<file path="config.mk">
export PLATFORM = sky130hd
export DESIGN_NAME = des_subkey_gen
export DESIGN_NICKNAME = d
export VERILOG_FILES = /design/src/rtl/des_ks_pkg.sv /design/src/rtl/des_ks_pc1.sv /design/src/rtl/des_ks_rot.sv /design/src/rtl/des_ks_pc2.sv /design/src/rtl/des_subkey_gen.sv
export SDC_FILE = /design/constraint.sdc
export NUM_CORES = 1
export LEC_CHECK = 0
export BUFFER_PORTS_ARGS = -buffer_cell sky130_fd_sc_hd__clkbuf_2
export CORE_ASPECT_RATIO = 1.5
export CORE_MARGIN = 4
export CORE_UTILIZATION = 40
export CTS_CLUSTER_SIZE = 25
export DETAILED_ROUTE_END_ITERATION = 10
export GPL_TIMING_DRIVEN = 0
export PLACE_DENSITY = 0.68
export SLEW_MARGIN = 20
export SYNTH_ARGS = -nofsm -noshare
export SYNTH_HDL_FRONTEND = slang
export SYNTH_HIERARCHICAL = 1
export SYNTH_SLANG_ARGS = --single-unit
export TNS_END_PERCENT = 1
</file>
<file path="constraint.sdc">
create_clock -name clk -period 5.9 [get_ports clk]
set_input_delay 0.295 -clock clk [delete_from_list [all_inputs] [get_ports clk]]
set_output_delay 0.295 -clock clk [all_outputs]
set_load 0.01 [all_outputs]
</file>
<file path="src/rtl/des_ks_pkg.sv">
package des_ks_pkg;
    localparam int KEY_W  = 64;
    localparam int CD_W   = 56;
    localparam int HALF_W = CD_W / 2;
    localparam int SUB_W  = 48;
    localparam int ROUNDS = 16;
    localparam int RND_W  = $clog2(ROUNDS);
    localparam int IDX_W  = $clog2(KEY_W);

    // key-bit selection into the 56-bit state, DES numbering (1 = MSB)
    localparam int PC1_TAB [CD_W] = '{
        57, 49, 41, 33, 25, 17,  9,  1, 58, 50, 42, 34, 26, 18,
        10,  2, 59, 51, 43, 35, 27, 19, 11,  3, 60, 52, 44, 36,
        63, 55, 47, 39, 31, 23, 15,  7, 62, 54, 46, 38, 30, 22,
        14,  6, 61, 53, 45, 37, 29, 21, 13,  5, 28, 20, 12,  4
    };

    // 56-to-48 selection of the rotated state
    localparam int PC2_TAB [SUB_W] = '{
        14, 17, 11, 24,  1,  5,  3, 28, 15,  6, 21, 10,
        23, 19, 12,  4, 26,  8, 16,  7, 27, 20, 13,  2,
        41, 52, 31, 37, 47, 55, 30, 40, 51, 45, 33, 48,
        44, 49, 39, 56, 34, 53, 46, 42, 50, 36, 29, 32
    };

    typedef struct packed {
        logic [HALF_W-1:0] c;
        logic [HALF_W-1:0] d;
        logic [RND_W-1:0]  rnd;
        logic              busy;
        logic              dec;
    } ks_state_t;

    // rotation applied before round rnd (1..ROUNDS); reverse order skips round 1
    function automatic logic [1:0] shift_amt(input int rnd, input logic dec);
        if (dec && rnd == 1)
            return 2'd0;
        if (rnd == 1 || rnd == 2 || rnd == 9 || rnd == ROUNDS)
            return 2'd1;
        return 2'd2;
    endfunction
endpackage

</file>
<file path="src/rtl/des_ks_pc1.sv">
module des_ks_pc1
    import des_ks_pkg::*;
(
    input  logic [KEY_W-1:0] key_i,
    output logic [CD_W-1:0]  cd_o
);
    always_comb begin
        cd_o = '0;
        for (int i = 0; i < CD_W; i++) begin
            cd_o[IDX_W'(CD_W - 1 - i)] = key_i[IDX_W'(KEY_W - PC1_TAB[i])];
        end
    end
endmodule

</file>
<file path="src/rtl/des_ks_rot.sv">
module des_ks_rot #(
    parameter int W = 28
) (
    input  logic [W-1:0] half_i,
    input  logic [1:0]   amt_i,
    input  logic         left_i,
    output logic [W-1:0] half_o
);
    always_comb begin
        unique case (amt_i)
            2'd1:    half_o = left_i ? {half_i[W-2:0], half_i[W-1]}
                                     : {half_i[0], half_i[W-1:1]};
            2'd2:    half_o = left_i ? {half_i[W-3:0], half_i[W-1:W-2]}
                                     : {half_i[1:0], half_i[W-1:2]};
            default: half_o = half_i;
        endcase
    end
endmodule

</file>
<file path="src/rtl/des_ks_pc2.sv">
module des_ks_pc2
    import des_ks_pkg::*;
(
    input  logic [CD_W-1:0]  cd_i,
    output logic [SUB_W-1:0] sub_o
);
    always_comb begin
        sub_o = '0;
        for (int j = 0; j < SUB_W; j++) begin
            sub_o[IDX_W'(SUB_W - 1 - j)] = cd_i[IDX_W'(CD_W - PC2_TAB[j])];
        end
    end
endmodule

</file>
<file path="src/rtl/des_subkey_gen.sv">
module des_subkey_gen
    import des_ks_pkg::*;
(
    input  logic        clk,
    input  logic        rst_n,
    input  logic        start,
    input  logic        decrypt,
    input  logic [63:0] key,
    output logic [47:0] subkey,
    output logic        subkey_valid
);
    ks_state_t st_d, st_q;

    logic [CD_W-1:0]  pc1_cd;
    logic [CD_W-1:0]  src_cd;
    logic [CD_W-1:0]  rot_cd;
    logic [1:0]       step_amt;
    logic             step_left;
    logic [SUB_W-1:0] pc2_sub;

    des_ks_pc1 u_pc1 (
        .key_i (key),
        .cd_o  (pc1_cd)
    );

    // the start path and the step path share one rotator per half
    always_comb begin
        if (start) begin
            src_cd    = pc1_cd;
            step_amt  = shift_amt(1, decrypt);
            step_left = ~decrypt;
        end else begin
            src_cd    = {st_q.c, st_q.d};
            step_amt  = shift_amt(int'(st_q.rnd) + 2, st_q.dec);
            step_left = ~st_q.dec;
        end
    end

    for (genvar h = 0; h < 2; h++) begin : g_half
        des_ks_rot #(.W(HALF_W)) u_rot (
            .half_i (src_cd[h*HALF_W +: HALF_W]),
            .amt_i  (step_amt),
            .left_i (step_left),
            .half_o (rot_cd[h*HALF_W +: HALF_W])
        );
    end

    always_comb begin
        st_d = st_q;
        if (start) begin
            st_d.c    = rot_cd[CD_W-1:HALF_W];
            st_d.d    = rot_cd[HALF_W-1:0];
            st_d.rnd  = '0;
            st_d.busy = 1'b1;
            st_d.dec  = decrypt;
        end else if (st_q.busy) begin
            if (st_q.rnd == RND_W'(ROUNDS - 1)) begin
                st_d.busy = 1'b0;
                st_d.rnd  = '0;
            end else begin
                st_d.rnd = st_q.rnd + 1'b1;
                st_d.c   = rot_cd[CD_W-1:HALF_W];
                st_d.d   = rot_cd[HALF_W-1:0];
            end
        end
    end

    always_ff @(posedge clk or negedge rst_n) begin
        if (!rst_n)
            st_q <= '0;
        else
            st_q <= st_d;
    end

    des_ks_pc2 u_pc2 (
        .cd_i  ({st_q.c, st_q.d}),
        .sub_o (pc2_sub)
    );

    assign subkey_valid = st_q.busy;
    assign subkey       = st_q.busy ? pc2_sub : '0;
endmodule

</file>
==> metrics.yaml, run 1 <==
run_status:
  status: "completed"
global_route:
  grt_usage_pct: 15.93
  grt_max_degree: 39
  grt_first_pass_wirelength_um: 25420
  grt_pass1_vias: 5113
  grt_overflow: 0
  antenna_found_initial: 0
final_layout:
  layout.nets: 888
  antenna_cells: 0
  drive_gt1_share_pct: 41.67
  design_area_um2: 7797
  final_common_cell: "nand2_1"
  final_util_pct: 46.31
  syn2layout_area_growth_pct: 13.49
  n_fill_cell: 1649
  layout_common_cells: "nand2_1, buf_4, mux2_2"
clock_network:
  cts_tree: "done"
  clockBufferDepth: 2
  numCtsBuffers: 9
  clk_pin_slew_ns: 0.06
  worstSkewPairLatency_ns: 0.33
  post-cts-setup-buffers: 0
  post_cts_resized: 0
  cts.sinks: 62
  cts_max_level: 3
  hold_buffers: 1
  root_buffer: "clkbuf_16"
sta:
  worst_slew_pin_slew_ns: 0.6462
  slew_viol_final: 0
  clock_skew_ns: 0.006791
  maxSlewHeadroom_pct: 56.92
  fin_ws_ns: 3.034
  fmax_ghz: 0.3489
  period_needed_ns: 2.866
  hold_violations: 0
  setup_viol: 0
  tns_ns: 0
  period_share_pct: 48.58
  rsz0062_at_grt: "false"
run:
  max-cap-violations: 0
floorplan:
  die_h_um: 168.5
  die_w_um: 115.0
  start_util_pct: 40.81
  dieArea_um2: 19380
  core_um2: 16840
  rows: 58
  ioPinCount: 117
power:
  power_density_nw_per_um2: 290.8
  leakagePower_uw: 0.003947
  peakVddDrop_uv: 150.2
placement:
  post_dp_cell_area_um2: 7531
  place_ws_ns: 3.019
  dpl.hpwl_um: 11230
  globalplace.congestion: 0.7896
  numPortBuffers: 30
route:
  wl_met3_um: 324
  postRouteAntennaNets: 0
  met1_length_um: 5945
  drtIter0Drc: 220
  wire_per_inst_um: 14.65
  drtPass1Iterations: 5
  drc_errors: 0
  routed-wl-met2_um: 8430
  via_per_inst: 4.905
  highest_layer: "met4"
  vias: 5033
  wirelength_um: 15030
logic_synthesis:
  synth_top_cell_area_share_pct: 22.58
  yosysTopAreaCell: "dfrtp_1"
  avgSynthCellArea_um2: 9.690
  ys_warn_count: 6
  synth_seq_area_share_pct: 22.58
  syn_inst: 709
  ys_top_cells_by_area: "dfrtp_1, mux2_2, mux2_1, buf_4, mux2_4"
  synthesis.area_um2: 6870
  ys_ff_latch: 62
  yosysUniqueCellTypes: 29
worst_setup_path:
  r2r_slack_ns: 3.03
  critPathKind: "flop to flop"
  arrival_ns: 3.07
  cp-end-kind: "flop"
  crit_path_start_kind: "flop"
  critical_path_peak_fanout: 10
  critPathRequiredTime_ns: 6.11
hold_path:
  min_path_type: "input pin to flop"
## per-layer routing
layer	track usage (%)	vias up
met5	0	-
met1	17.25	2447
met2	30.85	68
li1	-	2498
met4	5.516	0
met3	2.074	20
## flip-flops by register name (all words and copies together) (netlist names)
name	cells
subkey_valid	1
st_q	61
## through the flow
stage | hold WS (ns) | cells | total power (µW)
finish | 0.2686 | 1026 | 2268
global route | 0.2696 | 1026 | 2446
CTS | 0.2607 | 1026 | 2295
detailed placement | 0.2703 | 1010 | 1804
global placement | 0.4786 | 1009 | 1775
floorplan | -0.0005911 | 769 | 1550
## Yosys cell counts, drive strengths merged
library cell / number
a21boi: 1
a21oi: 5
a22o: 1
a22oi: 56
a32o: 1
and2: 48
buf: 144
clkbuf: 9
conb: 2
dfrtp: 62
ha: 8
inv: 11
mux2: 226
mux2i: 2
nand2: 117
nand3: 2
nor2: 7
nor2b: 4
o211ai: 1
o22ai: 1
xor2: 1
## critical path, stage by stage, from the launching register on
cell and delay [ns]:
dfrtp_1 0.46, ha_1 0.31, a21boi_0 0.13, o22ai_1 0.20, a32o_1 0.28, inv_1 0.06, ha_1 0.31, nor2b_1 0.05
buf_2 0.18, buf_2 0.20, a22oi_1 0.21, nand2_1 0.07, mux2_1 0.29
## report_power, final
group / internal (µW) / switching (µW)
clock: 279 / 196
sequential: 560 / 84.4
combinational: 641 / 507
total: 1480 / 788
## final cells by class
| cell class | instances | area [µm²] | share of cell area [%] |
|---|---|---|---|
| Buffer | 153 | 1136 | 14.57 |
| Clock buffer | 10 | 229.0 | 2.936 |
| Clock inverter | 5 | 27.53 | 0.3530 |
| Inverter | 11 | 41.29 | 0.5295 |
| Multi-Input combinational cell | 543 | 4367 | 56.00 |
| Sequential cell | 62 | 1551 | 19.90 |
| Tap cell | 210 | 262.8 | 3.370 |
| Timing Repair Buffer | 32 | 182.7 | 2.343 |
## logic make-up after synthesis
kind of cell    count (synthesis)  synth area share [%]
buf+inv                       164                 17.14
compound gates                 66                 7.121
mux                           228                 39.74
other cells                     2                0.1093
fa+ha+maj                       8                 1.457
simple gates                  178                 11.73
xor+xnor                        1                0.1275
flops                          62                 22.58
## path summary, 6_finish.rpt
path | from | endpoint | depth (start not counted)
worst min register to register | st_q[19] | st_q[19] | 1
worst min-delay path | decrypt | st_q[0] | 2
worst max-delay path | st_q[3] | st_q[11] | 12
min in group asynchronous | rst_n | st_q[13] | 2
max in group asynchronous | rst_n | st_q[35] | 3
worst max register to register | st_q[3] | st_q[11] | 12
Power figures use the tool's default switching activity.
==> inputs of run 2 (changes only) <==
--- a/config.mk
+++ b/config.mk
@@ -12,7 +12,7 @@
 export CTS_CLUSTER_SIZE = 25
 export DETAILED_ROUTE_END_ITERATION = 10
 export GPL_TIMING_DRIVEN = 0
-export PLACE_DENSITY = 0.68
+export PLACE_DENSITY = 0.7
 export SLEW_MARGIN = 20
 export SYNTH_ARGS = -nofsm -noshare
 export SYNTH_HDL_FRONTEND = slang
==> constraint.sdc (replaced) <==
create_clock -name clk -period 2.3 [get_ports clk]
set_input_delay 0.115 -clock clk [delete_from_list [all_inputs] [get_ports clk]]
set_output_delay 0.115 -clock clk [all_outputs]
set_load 0.01 [all_outputs]
==> metrics.yaml, run 2 (synthesis results as in run 1) <==
power:
  power_density_nw_per_um2: 756.1
  p_int_uw: 4147
  peakVddDrop_uv: 407.0
  swShare_pct: 34.67
  combinationalPowerShare_pct: 52.0
  clockPowerShare_pct: 21.9
  power_frac_seq_pct: 26.1
  leakagePower_uw: 0.004076
  switchingPower_uw: 2201
floorplan:
  core_um2: 16840
  start_util_pct: 40.81
  die_w_um: 115.0
  rows: 58
  ioPinCount: 117
  die_h_um: 168.5
  dieArea_um2: 19380
route:
  wl_met3_um: 446
  drc_errors: 0
  via_per_inst: 4.862
  wirelength_um: 15500
  drtPass1Iterations: 4
  vias: 5042
  wire_per_inst_um: 14.95
  postRouteAntennaNets: 0
  drtIter0Drc: 213
  highest_layer: "met4"
  routed-wl-met2_um: 8674
  met1_length_um: 6170
final_layout:
  register_area_um2: 1555
  n_fill_cell: 1552
  antenna_cells: 0
  layout_common_cells: "nand2_1, buf_4, mux2_2"
  drive_gt1_share_pct: 50.30
  syn2layout_area_growth_pct: 22.20
  design_area_um2: 8396
  final_common_cell: "nand2_1"
  layout.nets: 899
  largest_reg_flops: 61
  regMostFlops: "st_q"
  multi_input_area_um2: 4672
  final_util_pct: 49.87
global_route:
  grt_usage_pct: 15.98
  grt_max_degree: 38
  grt_first_pass_wirelength_um: 25420
  grt_pass1_vias: 5057
  antenna_found_initial: 0
  grt_overflow: 0
run:
  max-cap-violations: 0
worst_setup_path:
  arrival_ns: 2.83
  critPathRequiredTime_ns: 2.52
  critPathKind: "flop to flop"
  critical_path_peak_fanout: 7
  timing.rr.end: "st_q[36]"
  cp_common_cell: "ha_1"
  cpMaxStageDelayCell: "dfrtp_2"
  crit_path_max_incr_delay_ns: 0.48
  rr_worst_depth: 11
  cp-end-kind: "flop"
  path_cells: "ha_1, mux2i_2, o22ai_2, a32o_2, ha_1, nor2b_2, buf_6, buf_4, a22oi_1, nand2_1, mux2_2"
  crit_path_start_kind: "flop"
  regToRegStartpoint: "st_q[3]"
  r2r_slack_ns: -0.31
sta:
  fmax_ghz: 0.3827
  slew_viol_final: 0
  fin_ws_ns: -0.3128
  worst_slew_pin_slew_ns: 0.6154
  period_needed_ns: 2.613
  holdWs_ns: 0.07327
  setup_viol: 56
  clock_skew_ns: 0.008470
  rsz0062_at_grt: "true"
  tns_ns: -14.61
  hold_violations: 0
  maxSlewHeadroom_pct: 58.97
  period_share_pct: 113.6
hold_path:
  hp-start: "decrypt"
  holdPathStages: 2
  min_path_type: "input pin to flop"
  whs_endpoint: "st_q[0]"
run_status:
  violations: "setup timing"
  status: "complete, but fails checks"
clock_network:
  root_buffer: "clkbuf_16"
  cts_tree: "done"
  clk_pin_slew_ns: 0.06
  cts.sinks: 62
  cts_max_level: 3
  worstSkewPairLatency_ns: 0.34
  clockBufferDepth: 2
  numCtsBuffers: 9
placement:
  dpl.hpwl_um: 11210
  post_dp_cell_area_um2: 7732
  place_ws_ns: -0.3364
  globalplace.congestion: 0.8093
  numPortBuffers: 30
run 2: cell types whose count changed in the layout (fill, tap and decap cells not counted), sizes merged:
cell and change:
buf +9, bufinv +1, clkbuf +4, clkinv -4, clkinvlp +1
run 2: worst max path at each step:
stage	start	end	slack, ns	depth (start not counted)
3_3_place_gp	st_q[2]	st_q[57]	-0.29	13
2_1_floorplan	st_q[2]	st_q[11]	-0.10	12
4_1_cts	st_q[3]	st_q[50]	-0.30	13
6_report	st_q[3]	st_q[36]	-0.31	11
5_1_grt	st_q[3]	st_q[57]	-0.42	13
3_5_place_dp	st_q[2]	st_q[13]	-0.34	13
run 2: through the flow:
stage,cells,power [µW]
after floorplan,769,4079
after global placement,1009,4658
after detailed placement,1010,4734
after CTS,1026,6199
after global routing,1037,6772
final,1037,6348
run 2: what timing repair did:
item,4_1_cts,5_1_grt
endpoints found under the setup margin,56,56
pin swaps,2,18
cloned,0,3
hold buffers,1,0
buffers inserted,0,8
endpoints found under the hold margin,25,0
gates resized for setup,17,42
run 2: area by class of cell:
type	instances	area share, %
plain buffers	153	15.08
clock buffers	12	2.936
clock inverters	3	0.5365
inverters	11	0.5216
multi-input cells	543	55.65
flip-flops and latches	62	18.52
well taps	210	3.130
repair buffers	43	3.621
run 2: critical path: cells and delay by family (launching register included):
family / cells / cell delay [ns]
simple gates: 2 / 0.25
buf+inv: 2 / 0.29
fa+ha+maj: 2 / 0.42
mux: 2 / 0.42
flops: 1 / 0.48
compound gates: 3 / 0.63
run 2: power by group through the flow:
stage / sequential, µW / combinational (µW) / clock [µW]
6_report: 1660 / 3300 / 1390
5_1_grt: 1710 / 3620 / 1450
4_1_cts: 1660 / 3120 / 1410
3_5_place_dp: 1680 / 3060 / 0
3_3_place_gp: 1660 / 3000 / 0
2_1_floorplan: 1600 / 2480 / 0
run 2: metal layers:
layer,GRT usage [%],vias up
met2,31.07,65
met4,4.086,0
met3,2.289,15
met1,17.70,2450
li1,-,2512
met5,0,-
